$ cat config.mk
export PLATFORM = sky130hd
export DESIGN_NAME = frame_lock_timing
export DESIGN_NICKNAME = d
export VERILOG_FILES = /design/src/rtl/tg_pkg.sv /design/src/rtl/tg_sync_edge.sv /design/src/rtl/tg_cfg_shadow.sv /design/src/rtl/tg_counter.sv /design/src/rtl/tg_decode.sv /design/src/rtl/frame_lock_timing.sv
export SDC_FILE = /design/constraint.sdc
export NUM_CORES = 1
export LEC_CHECK = 0
export ABC_AREA = 1
export ABC_CLOCK_PERIOD_IN_PS = 15350
export BUFFER_PORTS_ARGS = -buffer_cell sky130_fd_sc_hd__clkbuf_2
export CAP_MARGIN = 15
export CORE_MARGIN = 2
export CORE_UTILIZATION = 65
export DETAILED_ROUTE_END_ITERATION = 8
export HOLD_SLACK_MARGIN = 0.12
export PLACE_DENSITY = 0.84
export SLEW_MARGIN = 20
export SYNTH_ARGS = -nofsm -noshare
export SYNTH_HDL_FRONTEND = slang
export SYNTH_SLANG_ARGS = --single-unit
$ cat constraint.sdc
create_clock -name clk -period 15.35 [get_ports clk]
set_input_delay 0.7675 -clock clk [delete_from_list [all_inputs] [get_ports clk]]
set_output_delay 0.7675 -clock clk [all_outputs]
set_load 0.01 [all_outputs]
$ cat src/rtl/tg_pkg.sv
package tg_pkg;

    localparam int TG_HW = 12;
    localparam int TG_VW = 11;

    typedef struct packed {
        logic [TG_HW-1:0] front;
        logic [TG_HW-1:0] sync;
        logic [TG_HW-1:0] back;
        logic [TG_HW-1:0] active;
        logic [TG_VW-1:0] lines;
        logic [TG_VW-1:0] vact;
    } tg_cfg_t;

    typedef enum logic [1:0] {
        H_FRONT  = 2'd0,
        H_SYNC   = 2'd1,
        H_BACK   = 2'd2,
        H_ACTIVE = 2'd3
    } tg_hregion_e;

    // Full line length in pixel cycles
    function automatic logic [TG_HW+1:0] line_len(input tg_cfg_t c);
        return {2'b00, c.front} + {2'b00, c.sync} + {2'b00, c.back} + {2'b00, c.active};
    endfunction

    // Half-line reload length (truncates when the full length is odd)
    function automatic logic [TG_HW:0] half_len(input tg_cfg_t c);
        logic [TG_HW+1:0] full;
        full = line_len(c);
        return full[TG_HW+1:1];
    endfunction

    function automatic logic len_is_odd(input tg_cfg_t c);
        logic [TG_HW+1:0] full;
        full = line_len(c);
        return full[0];
    endfunction

endpackage

$ cat src/rtl/tg_sync_edge.sv
module tg_sync_edge #(
    parameter int STAGES = 2
) (
    input  logic clk,
    input  logic rst,
    input  logic async_in,
    output logic rise
);
    logic [STAGES-1:0] chain;
    logic              last_q;

    generate
        if (STAGES == 1) begin : g_single
            always_ff @(posedge clk) begin
                if (rst) chain <= '0;
                else     chain <= async_in;
            end
        end else begin : g_multi
            always_ff @(posedge clk) begin
                if (rst) chain <= '0;
                else     chain <= {chain[STAGES-2:0], async_in};
            end
        end
    endgenerate

    always_ff @(posedge clk) begin
        if (rst) last_q <= 1'b0;
        else     last_q <= chain[STAGES-1];
    end

    assign rise = chain[STAGES-1] & ~last_q;
endmodule

$ cat src/rtl/tg_cfg_shadow.sv
module tg_cfg_shadow
    import tg_pkg::*;
(
    input  logic    clk,
    input  logic    rst,
    input  logic    load,
    input  tg_cfg_t live,
    output tg_cfg_t shadow,
    output logic    len_err
);
    always_ff @(posedge clk) begin
        if (rst || load) shadow <= live;
    end

    always_ff @(posedge clk) begin
        if (rst)                   len_err <= 1'b0;
        else if (len_is_odd(live)) len_err <= 1'b1;
    end
endmodule

$ cat src/rtl/tg_counter.sv
module tg_counter
    import tg_pkg::*;
(
    input  logic             clk,
    input  logic             rst,
    input  logic             realign,
    input  tg_cfg_t          cfg,
    output logic [TG_HW+1:0] hpos,
    output logic [TG_VW-1:0] vline,
    output logic             frame_end
);
    logic [TG_HW:0]   hcnt;
    logic             hsel;
    logic [TG_VW:0]   vhalf;
    logic [TG_HW:0]   half;
    logic             h_term;
    logic             v_term;
    logic [TG_VW:0]   v_last;

    assign half   = half_len(cfg);
    assign h_term = (half == '0) || (hcnt == half - 1'b1);
    assign v_last = {cfg.lines, 1'b0} - 1'b1;
    assign v_term = (vhalf == v_last);

    always_ff @(posedge clk) begin
        if (rst || realign) begin
            hcnt  <= '0;
            hsel  <= 1'b0;
            vhalf <= '0;
        end else if (h_term) begin
            hcnt <= '0;
            hsel <= ~hsel;
            if (v_term) vhalf <= '0;
            else        vhalf <= vhalf + 1'b1;
        end else begin
            hcnt <= hcnt + 1'b1;
        end
    end

    assign frame_end = h_term & v_term;
    assign hpos      = hsel ? ({1'b0, half} + {1'b0, hcnt}) : {1'b0, hcnt};
    assign vline     = vhalf[TG_VW:1];
endmodule

$ cat src/rtl/tg_decode.sv
module tg_decode
    import tg_pkg::*;
#(
    parameter int V_FRONT = 1,
    parameter int V_SYNC  = 1
) (
    input  tg_cfg_t          cfg,
    input  logic [TG_HW+1:0] hpos,
    input  logic [TG_VW-1:0] vline,
    output logic             hsync,
    output logic             vsync,
    output logic             de
);
    localparam logic [TG_VW+1:0] VF_W = (TG_VW+2)'(V_FRONT);
    localparam logic [TG_VW+1:0] VS_W = (TG_VW+2)'(V_SYNC);

    tg_hregion_e      region;
    logic [TG_HW+1:0] e_front, e_sync, e_back;
    logic [TG_VW+1:0] v_lo, v_hi, vl_w;

    always_comb begin
        e_front = {2'b00, cfg.front};
        e_sync  = e_front + {2'b00, cfg.sync};
        e_back  = e_sync + {2'b00, cfg.back};
        if (hpos < e_front)     region = H_FRONT;
        else if (hpos < e_sync) region = H_SYNC;
        else if (hpos < e_back) region = H_BACK;
        else                    region = H_ACTIVE;
    end

    always_comb begin
        vl_w  = {2'b00, vline};
        v_lo  = {2'b00, cfg.vact} + VF_W;
        v_hi  = v_lo + VS_W;
        hsync = (region == H_SYNC);
        de    = (region == H_ACTIVE) && (vline < cfg.vact);
        vsync = (vl_w >= v_lo) && (vl_w < v_hi);
    end
endmodule

$ cat src/rtl/frame_lock_timing.sv
module frame_lock_timing
    import tg_pkg::*;
#(
    parameter int SYNC_STAGES = 2,
    parameter int V_FRONT     = 1,
    parameter int V_SYNC      = 1
) (
    input  logic             clk,
    input  logic             rst,
    input  logic             frame_in,
    input  logic [TG_HW-1:0] cfg_front,
    input  logic [TG_HW-1:0] cfg_sync,
    input  logic [TG_HW-1:0] cfg_back,
    input  logic [TG_HW-1:0] cfg_active,
    input  logic [TG_VW-1:0] cfg_lines,
    input  logic [TG_VW-1:0] cfg_vactive,
    output logic             hsync,
    output logic             vsync,
    output logic             de,
    output logic [TG_HW+1:0] hpos,
    output logic [TG_VW-1:0] vline,
    output logic             len_err
);
    tg_cfg_t live;
    tg_cfg_t shadow;
    logic    rise_pulse;
    logic    frame_end;

    assign live = '{front: cfg_front, sync: cfg_sync, back: cfg_back,
                    active: cfg_active, lines: cfg_lines, vact: cfg_vactive};

    tg_sync_edge #(.STAGES(SYNC_STAGES)) u_sync (
        .clk(clk), .rst(rst), .async_in(frame_in), .rise(rise_pulse)
    );

    tg_cfg_shadow u_shadow (
        .clk(clk), .rst(rst), .load(frame_end | rise_pulse),
        .live(live), .shadow(shadow), .len_err(len_err)
    );

    tg_counter u_count (
        .clk(clk), .rst(rst), .realign(rise_pulse), .cfg(shadow),
        .hpos(hpos), .vline(vline), .frame_end(frame_end)
    );

    tg_decode #(.V_FRONT(V_FRONT), .V_SYNC(V_SYNC)) u_dec (
        .cfg(shadow), .hpos(hpos), .vline(vline),
        .hsync(hsync), .vsync(vsync), .de(de)
    );
endmodule

==> results of run 1 <==
## power by group through the flow
stage | Sequential (uW) | Clock, uW | Combinational [uW]
3_5_place_dp | 318 | 0 | 666
5_1_grt | 313 | 255 | 773
6_report | 312 | 240 | 680
4_1_cts | 312 | 243 | 671
2_1_floorplan | 315 | 0 | 538
3_3_place_gp | 317 | 0 | 646
## registers in the layout (all words and copies together) (netlist names)
signal	cells
u_count.vhalf	12
u_sync.chain	2
u_sync.last_q	1
u_count.hsel	1
u_shadow.len_err	1
u_shadow.shadow	70
u_count.hcnt	13
## path summary, 6_finish.rpt
path | endpoint | depth (start not counted) | slack (ns)
max | de | 40 | 7.37
min reg2reg | u_sync.chain[1] | 2 | 0.41
max reg2reg | u_shadow.shadow[18] | 31 | 8.93
min | u_sync.chain[1] | 2 | 0.41
## critical path: cells and delay by family, from the launching register on
kind | cells | cell delay, ns
adder cells (fa/ha/maj) | 6 | 2.14
buffers and inverters | 7 | 0.60
flip-flops | 1 | 0.39
AND/OR/NAND/NOR | 18 | 2.33
XOR/XNOR | 2 | 0.43
AO/OA/AOI/OAI | 7 | 0.95
## through the flow
stage | util, % | hold slack, ns | total power [uW] | instance area (um2) | setup WS (ns)
2_1_floorplan | - | 0.3883 | 853.0 | 8995 | 8.782
3_3_place_gp | 71.53 | 0.3936 | 962.9 | 9585 | 7.984
3_5_place_dp | 71.53 | 0.3938 | 984.1 | 9585 | 7.849
4_1_cts | 73.85 | 0.4091 | 1225 | 9896 | 7.407
5_1_grt | 73.85 | 0.4454 | 1340 | 9896 | 6.712
6_report | 73.85 | 0.4063 | 1232 | 9896 | 7.365
## cell usage after synthesis, drive strengths merged, types with 2 or more instances
| library cell | n |
|---|---|
| o2111ai | 4 |
| nand2 | 237 |
| o21ai | 41 |
| clkbuf | 4 |
| nor3b | 2 |
| xnor2 | 22 |
| nand4 | 21 |
| nand3b | 4 |
| fa | 4 |
| o211ai | 6 |
| edfxtp | 70 |
| a211oi | 3 |
| ha | 124 |
| nand3 | 82 |
| o221ai | 3 |
| inv | 173 |
| o31ai | 4 |
| a31oi | 4 |
| buf | 16 |
| a21oi | 80 |
| nor2 | 91 |
| nor3 | 18 |
| a21boi | 3 |
| o21bai | 10 |
| xor2 | 57 |
| dfxtp | 30 |
| a21o | 3 |
| or2 | 9 |
## final cells by class
class	instances	area, um2
clock inverters	6	81.33
well taps	176	220.2
repair buffers	103	520.5
multi-input cells	841	5489
fillers	1066	3505
flip-flops and latches	100	2703
inverters	174	653.1
clock buffers	10	229.0
## routing by layer
layer / up-vias / part of all wire (%) / global-route usage [%] / wire length, um
met5: - / 0 / 0 / 0
met3: 46 / 6.2 / 5.009 / 1258
met4: 0 / 2.9 / 10.92 / 588
met2: 257 / 45 / 47.33 / 9266
met1: 3580 / 46 / 37.90 / 9298
li1: 3987 / - / - / -
## logic make-up after synthesis
group	count (synthesis)
AO/OA/AOI/OAI	166
buffers and inverters	194
adder cells (fa/ha/maj)	128
flip-flops	100
XOR/XNOR	79
AND/OR/NAND/NOR	468
## cell usage in the layout, fill, tap and decap left out, drive strengths merged, types with 6 or more instances in the layout
cell	count
clkbuf	111
o21bai	10
nor3	18
inv	176
nand3	82
o21ai	41
xor2	57
a21oi	80
xnor2	22
nand2	237
edfxtp	70
nor2	91
nand4	21
ha	124
dfxtp	30
or2	9
o211ai	6
==> impl_metrics.toml, run 1 <==
[layout]
n_antenna_cell = 0
layoutNonFillerInstCount = 1410
nNetsFinal = 1430
drive_above_1_share_pct = 14.51
syn_to_final_growth_pct = 10.02

[pwr]
pwr-share-clk_pct = 19.5
ir_drop_mv = 0.08325
p_int_uw = 669.2
combPwrFrac_pct = 55.2
net-switching-power_uw = 562.4
swShare_pct = 45.66
power_leakage_uw = 0.004859
power_frac_seq_pct = 25.3
pwr_density_cell_nw_per_um2 = 124.5

[logic_synthesis]
netlist_instances = 1135
synthSimpleGateAreaFrac_pct = 23.72
syn_nets = 1336
synth-xor-area-share_pct = 7.984
synth_edf_count = 70
synth_top_cell_area_share_pct = 23.37
syn-cell-area_um2 = 8995
syn_area_per_cell_um2 = 7.925
synth_top_family_by_area = "simple AND/OR/NAND/NOR gates"
synth.area.mux_share_pct = 0
synth_area_leaders = "edfxtp_1, ha_1, nand2_1, inv_1, dfxtp_1"
synthFlopType = "edfxtp_1"
yosysTopAreaCell = "edfxtp_1"
yosysSeqAreaShare_pct = 30.05
yosys_warnings = 0
ys_async_sr_fraction_pct = 0
synth.distinct_cells = 57
synth-seq-cells = 100
synth_compound_area_share_pct = 11.18
synth-adder-area-share_pct = 18.14

[clock_tree]
hold_buffers = 0
clock_path_buffers = 2
post-cts-setup-buffers = 0
cts_resized = 0
clock-root-buffer = "clkbuf_16"
htree_num_levels = 3
cts_buffers = 9
cts_tree = "built"
clock_latency_ns = 0.36
cts_sinks = 100
clk_pin_slew_ns = 0.07

[global_routing]
antenna_found_initial = 0
grt_pass1_wl_um = 33650
grt_max_degree = 69
grt_overflow = 0
grt_pass1_vias = 7445
grt_usage_pct = 28.71

[worst_setup_path]
crit_path_start_kind = "register"
critPathArrivalTime_ns = 7.22
crit_start = "u_shadow.shadow[46]"
worstSetupPathType = "register to output pin"
crit_path_end_kind = "output pin"
r2r-start = "u_shadow.shadow[46]"
cpPeakStageDelay_ns = 0.43
worst-path-max-fanout = 5
slowest_stage = "ha_1"
cp.required_ns = 14.58

[floorplanning]
fp.dieW_um = 121.6
io_pins = 102
die_h_um = 121.6
core_area_um2 = 13400
rows = 42
floorplan.initialDensity_pct = 67.12
dieArea_um2 = 14800

[placement]
portBuffers = 101
place_inst = 1394
dp_hpwl_um = 16550
gp_congestion = 0.9577

[drt]
detail-route-antenna-nets = 0
drt_wl_total_um = 20410
drtIter0Drc = 687
drcViolationCount = 0
vias = 7870
drtPass1Iterations = 5
via_per_inst = 5.582
post_drt_wl_per_cell_um = 14.48

[timing]
fin_tns_setup_ns = 0
skew_ns = 0.01182
slew_viol_final = 0
grt_setup_unrepaired = "false"
slew_headroom_pct = 41.43
fmax_ghz = 0.1252
fin_crit_sh_pct = 52.02
setup-violations-final = 0
hold_violations = 0
tightestPinTransition_ns = 0.8785
fin_crit_ns = 7.985

[outcome]
status = "completed"

[min_path]
hold_path.startpoint = "u_sync.chain[0]"
holdCritPathClass = "register to register"

[run]
drv_cap = 0
(Power assumes the default switching activity.)
==> inputs of run 2 (changes only) <==
--- a/config.mk
+++ b/config.mk
@@ -5,15 +5,15 @@
 export SDC_FILE = /design/constraint.sdc
 export NUM_CORES = 1
 export LEC_CHECK = 0
-export ABC_AREA = 1
-export ABC_CLOCK_PERIOD_IN_PS = 15350
+export ABC_AREA = 0
+export ABC_CLOCK_PERIOD_IN_PS = 8100
 export BUFFER_PORTS_ARGS = -buffer_cell sky130_fd_sc_hd__clkbuf_2
 export CAP_MARGIN = 15
 export CORE_MARGIN = 2
-export CORE_UTILIZATION = 65
+export CORE_UTILIZATION = 60
 export DETAILED_ROUTE_END_ITERATION = 8
 export HOLD_SLACK_MARGIN = 0.12
-export PLACE_DENSITY = 0.84
+export PLACE_DENSITY = 0.79
 export SLEW_MARGIN = 20
 export SYNTH_ARGS = -nofsm -noshare
 export SYNTH_HDL_FRONTEND = slang
==> constraint.sdc (replaced) <==
create_clock -name clk -period 8.1 [get_ports clk]
set_input_delay 0.405 -clock clk [delete_from_list [all_inputs] [get_ports clk]]
set_output_delay 0.405 -clock clk [all_outputs]
set_load 0.01 [all_outputs]
==> impl_metrics.toml, run 2 <==
[logic_synthesis]
ys_async_sr_fraction_pct = 0
synthFlopType = "edfxtp_1"
synth-xor-area-share_pct = 10.72
synth_most_common_cell = "ha_1"
synth.area.mux_share_pct = 1.149
netlist_instances = 922
syn_nets = 1123
synthSimpleGateAreaFrac_pct = 15.71
synth_compound_area_share_pct = 16.82
yosysSeqAreaShare_pct = 31.42
yosys_warnings = 0
ys_top_cells_by_count = "ha_1, inv_1, edfxtp_1"
yosysTopAreaCell = "edfxtp_1"
synth-seq-cells = 100
synth_edf_count = 70
synth_area_leaders = "edfxtp_1, ha_1, dfxtp_1, xnor2_1, inv_1"
synth.distinct_cells = 68
synth-adder-area-share_pct = 18.97
syn_area_per_cell_um2 = 9.328
synth_top_cell_area_share_pct = 24.44
synth_top_family_by_area = "adder cells"
syn-cell-area_um2 = 8601

[clock_tree]
cts_sinks = 100
hold_buffers = 0
clock-root-buffer = "clkbuf_16"
cts_tree = "built"
clock_latency_ns = 0.36
htree_num_levels = 3
clock_path_buffers = 2
clk_pin_slew_ns = 0.07
cts_buffers = 9

[worst_setup_path]
slowest_stage = "or3_1"
path_buf_inv = 3
crit_start = "u_shadow.shadow[47]"
r2r-start = "u_shadow.shadow[47]"
path_delay_family = "compound AO/OA/AOI/OAI gates"
crit_path_start_kind = "register"
worstSetupPathType = "register to output pin"
r2r_slack_ns = 0.90
cp.required_ns = 7.70
path_common_cell = "ha_1"
worst-path-max-fanout = 5
critPathArrivalTime_ns = 7.30
crit_path_end_kind = "output pin"
cpPeakStageDelay_ns = 0.45

[timing]
fin_crit_ns = 7.705
setup-violations-final = 0
fin_crit_sh_pct = 95.12
skew_ns = 0.008918
slew_viol_final = 0
hold_violations = 0
slew_headroom_pct = 47.57
fmax_ghz = 0.1298
tightestPinTransition_ns = 0.7865

[drt]
drtPass1Iterations = 5
drt_wl_total_um = 19420
via_per_inst = 5.914
post_drt_wl_per_cell_um = 16.09
vias = 7138
drcViolationCount = 0
drtIter0Drc = 534
detail-route-antenna-nets = 0

[layout]
syn_to_final_growth_pct = 12.74
top_regs = "u_shadow.shadow (70), u_count.hcnt (13), u_count.vhalf (12)"
layout_common_cells = "ha_1, clkbuf_2, inv_1"
nNetsFinal = 1223
layout.area.seq_um2 = 2703
largest_register = "u_shadow.shadow"
drive_above_1_share_pct = 15.68
fin_area_um2 = 9697
n_antenna_cell = 0
num-fill-cells = 1121
layoutNonFillerInstCount = 1207
largest_reg_flops = 70
multi_input_area_um2 = 5555
final_common_cell = "ha_1"

[placement]
dp_hpwl_um = 15240
portBuffers = 101
place_inst = 1187
gp_congestion = 0.8989
placed_area_um2 = 9263

[floorplanning]
fp.dieW_um = 123.7
dieArea_um2 = 15310
rows = 43
core_area_um2 = 13930
floorplan.initialDensity_pct = 61.72
io_pins = 102
die_h_um = 123.7

[pwr]
pwr_density_cell_nw_per_um2 = 238.7
net-switching-power_uw = 947.3
power_leakage_uw = 0.004463
p_int_uw = 1367
power_frac_seq_pct = 25.5
pwr-share-clk_pct = 19.0
ir_drop_mv = 0.1461
swShare_pct = 40.93
combPwrFrac_pct = 55.4

[min_path]
holdCritPathClass = "input pin to register"
hold_path.startpoint = "cfg_sync[3]"

[run]
drv_cap = 0

[global_routing]
grt_overflow = 0
grt_max_degree = 26
antenna_found_initial = 0
grt_usage_pct = 26.24
grt_pass1_wl_um = 31460
grt_pass1_vias = 6771

[outcome]
status = "completed"
==> run 2: per-layer routing <==
layer  vias up  wire length [um]  global-route usage, %
li1       3543                 -                      -
met1      3368              9109                  35.83
met2       198              8979                  42.79
met3        29               974                  4.396
met4         0               357                  8.026
met5         -                 0                      0
==> run 2: repair_timing <==
| item | 4_1_cts | 5_1_grt |
|---|---|---|
| setup buffers | 0 | 4 |
| endpoints found under the setup margin | 0 | 2 |
| resized for setup | 0 | 20 |
==> run 2: cells by family (layout without fill, tap and decap cells) <==
family	after synthesis	count (layout)
buf+inv	105	210
simple gates	264	264
xor+xnor	102	102
compound gates	214	214
mux	9	9
fa+ha+maj	128	128
flops	100	100
==> run 2: path summary, 6_finish.rpt <==
check / end / cells after the start
max reg2reg: u_shadow.shadow[19] / 29
max: hsync / 33
min: u_shadow.shadow[49] / 1
min reg2reg: u_sync.chain[1] / 1
==> run 2: layout make-up <==
class / instances / share of cell area [%]
clock buffer: 9 / 2.323
clock inverter: 7 / 0.7742
inverter: 84 / 3.252
multi-input combinational: 717 / 57.29
sequential: 100 / 27.87
tap: 180 / 2.323
timing repair buffer: 110 / 6.168
==> run 2: stage by stage <==
| step | hold WS [ns] | TNS [ns] | utilization (%) | total power (uW) | worst slack [ns] |
|---|---|---|---|---|---|
| finish | 0.2123 | 0 | 69.59 | 2315 | 0.3949 |
| global placement | 0.4387 | 0 | 66.47 | 1762 | 0.6198 |
| floorplan | 0.4138 | 0 | - | 1569 | 0.6915 |
| CTS | 0.2031 | 0 | 68.63 | 2246 | 0.03460 |
| detailed placement | 0.4458 | 0 | 66.47 | 1799 | 0.4568 |
| global route | 0.2047 | -0.02515 | 69.59 | 2493 | -0.02515 |
==> run 2: power by group through the flow <==
| stage | clock [uW] | sequential [uW] | combinational [uW] |
|---|---|---|---|
| after detailed placement | 0 | 601 | 1200 |
| after floorplan | 0 | 598 | 971 |
| final | 441 | 591 | 1280 |
| after global placement | 0 | 601 | 1160 |
| after CTS | 446 | 590 | 1210 |
| after global routing | 471 | 593 | 1430 |
==> inputs of run 3 (changes only) <==
--- a/config.mk
+++ b/config.mk
@@ -10,10 +10,10 @@
 export BUFFER_PORTS_ARGS = -buffer_cell sky130_fd_sc_hd__clkbuf_2
 export CAP_MARGIN = 15
 export CORE_MARGIN = 2
-export CORE_UTILIZATION = 60
+export CORE_UTILIZATION = 36
 export DETAILED_ROUTE_END_ITERATION = 8
 export HOLD_SLACK_MARGIN = 0.12
-export PLACE_DENSITY = 0.79
+export PLACE_DENSITY = 0.51
 export SLEW_MARGIN = 20
 export SYNTH_ARGS = -nofsm -noshare
 export SYNTH_HDL_FRONTEND = slang
==> impl_metrics.toml, run 3 (same netlist as run 2, synthesis figures left out) <==
[timing]
fmax_ghz = 0.1308
tightestPinTransition_ns = 0.7862
setup_ws_ns = 0.4532
fin_crit_ns = 7.647
setup-violations-final = 0
fin_crit_sh_pct = 94.40
slew_headroom_pct = 47.59
fin_tns_setup_ns = 0
grt_setup_unrepaired = "true"
slew_viol_final = 0
skew_ns = 0.01006
hold_violations = 0

[global_routing]
grt_pass1_vias = 6538
grt_overflow = 0
grt_usage_pct = 16.90
antenna_found_initial = 0
grt_pass1_wl_um = 33190
grt_max_degree = 28

[worst_setup_path]
cpPeakStageDelay_ns = 0.39
crit_path_start_kind = "register"
r2r-start = "u_shadow.shadow[47]"
path_delay_family = "compound AO/OA/AOI/OAI gates"
path_buf_inv = 1
critPathArrivalTime_ns = 7.24
cp.required_ns = 7.70
r2r_end = "u_shadow.shadow[10]"
slowest_stage = "edfxtp_1"
reg2regPathDepth = 29
worstSetupPathType = "register to output pin"
crit_path_end_kind = "output pin"
r2r_slack_ns = 1.07
worst-path-max-fanout = 8

[clock_tree]
clock_path_buffers = 2
clock-root-buffer = "clkbuf_16"
htree_num_levels = 3
cts_tree = "built"
clk_pin_slew_ns = 0.08
cts_buffers = 9
clock_latency_ns = 0.37
hold_buffers = 0
cts_sinks = 100

[layout]
nNetsFinal = 1226
top_regs = "u_shadow.shadow (70), u_count.hcnt (13), u_count.vhalf (12)"
final_common_cell = "ha_1"
n_antenna_cell = 0
largest_register = "u_shadow.shadow"
layout_common_cells = "ha_1, clkbuf_2, inv_1"
drive_above_1_share_pct = 15.83
largest_reg_flops = 70
syn_to_final_growth_pct = 14.17

[floorplanning]
fp.dieW_um = 158.6
dieArea_um2 = 25140
rows = 56
die_h_um = 158.6
core_area_um2 = 23470
floorplan.initialDensity_pct = 36.64
io_pins = 102

[min_path]
hold_path.startpoint = "cfg_active[1]"
holdCritPathClass = "input pin to register"
whs_endpoint = "u_shadow.shadow[23]"
min_path_cells = 1

[pwr]
pwr_density_cell_nw_per_um2 = 232.1
ir_drop_mv = 0.09286
power_leakage_uw = 0.004462

[drt]
drtIter0Drc = 337
drcViolationCount = 0
post_drt_wl_per_cell_um = 15.11
drtPass1Iterations = 4
drt_wl_total_um = 20390
detail-route-antenna-nets = 0
via_per_inst = 4.973
vias = 6709

[placement]
gp_congestion = 0.8518
dp_hpwl_um = 16450
pre_cts_slack_ns = 0.3570
portBuffers = 101

[run]
drv_cap = 0

[outcome]
status = "completed"
## run 3: cell types whose count changed in the layout (fill, tap and decap cells not counted), moves of 2 or more
cell     previous run  this run
buf_4               7        11
ha_2                1         3
inv_1              84        82
inv_2               0         2
xnor2_2             0         2
## run 3: power breakdown
group | internal (uW) | total, uW | switching (uW)
registers | 574 | 591 | 16.4
logic | 548 | 1260 | 713
clock network | 212 | 428 | 216
## run 3: cell type report
type | instances | area [um2]
tap | 319 | 399.1
clock buffer | 10 | 229.0
inverter | 84 | 315.3
clock inverter | 6 | 46.29
multi-input combinational | 717 | 5519
fill | 2339 | 13650
sequential | 100 | 2703
timing repair buffer | 113 | 608.1
## run 3: worst max-delay path by stage
| stage | slack [ns] | end | depth (start not counted) | from |
|---|---|---|---|---|
| CTS | 0.07 | de | 32 | u_shadow.shadow[47] |
| finish | 0.45 | de | 29 | u_shadow.shadow[58] |
| detailed placement | 0.36 | de | 36 | u_shadow.shadow[47] |
| global route | -0.04 | de | 30 | u_shadow.shadow[46] |
| floorplan | 0.69 | u_shadow.shadow[0] | 28 | u_shadow.shadow[47] |
| global placement | 0.36 | de | 36 | u_shadow.shadow[47] |
## run 3: through the flow
step	instances	cell area (um2)	hold slack [ns]	util [%]	power, uW
floorplan	922	8601	0.4138	-	1569
detailed placement	1328	9440	0.4310	40.22	1816
CTS	1344	9721	0.1931	41.41	2258
finish	1349	9819	0.2085	41.83	2279
global route	1349	9819	0.2022	41.83	2476
global placement	1328	9440	0.4475	40.22	1808
## run 3: repair_timing
item / CTS / global route
pin swaps: 0 / 11
resized for setup: 1 / 19
endpoints found under the setup margin: 1 / 2
setup buffers: 0 / 5
## run 3: layer usage
metal / vias to the layer above / GRT usage [%] / routed length [um]
met1: 3048 / 24.56 / 10840
met4: 0 / 4.419 / 261
met5: - / 0 / 0
li1: 3546 / - / -
met3: 17 / 2.994 / 774
met2: 98 / 25.79 / 8510
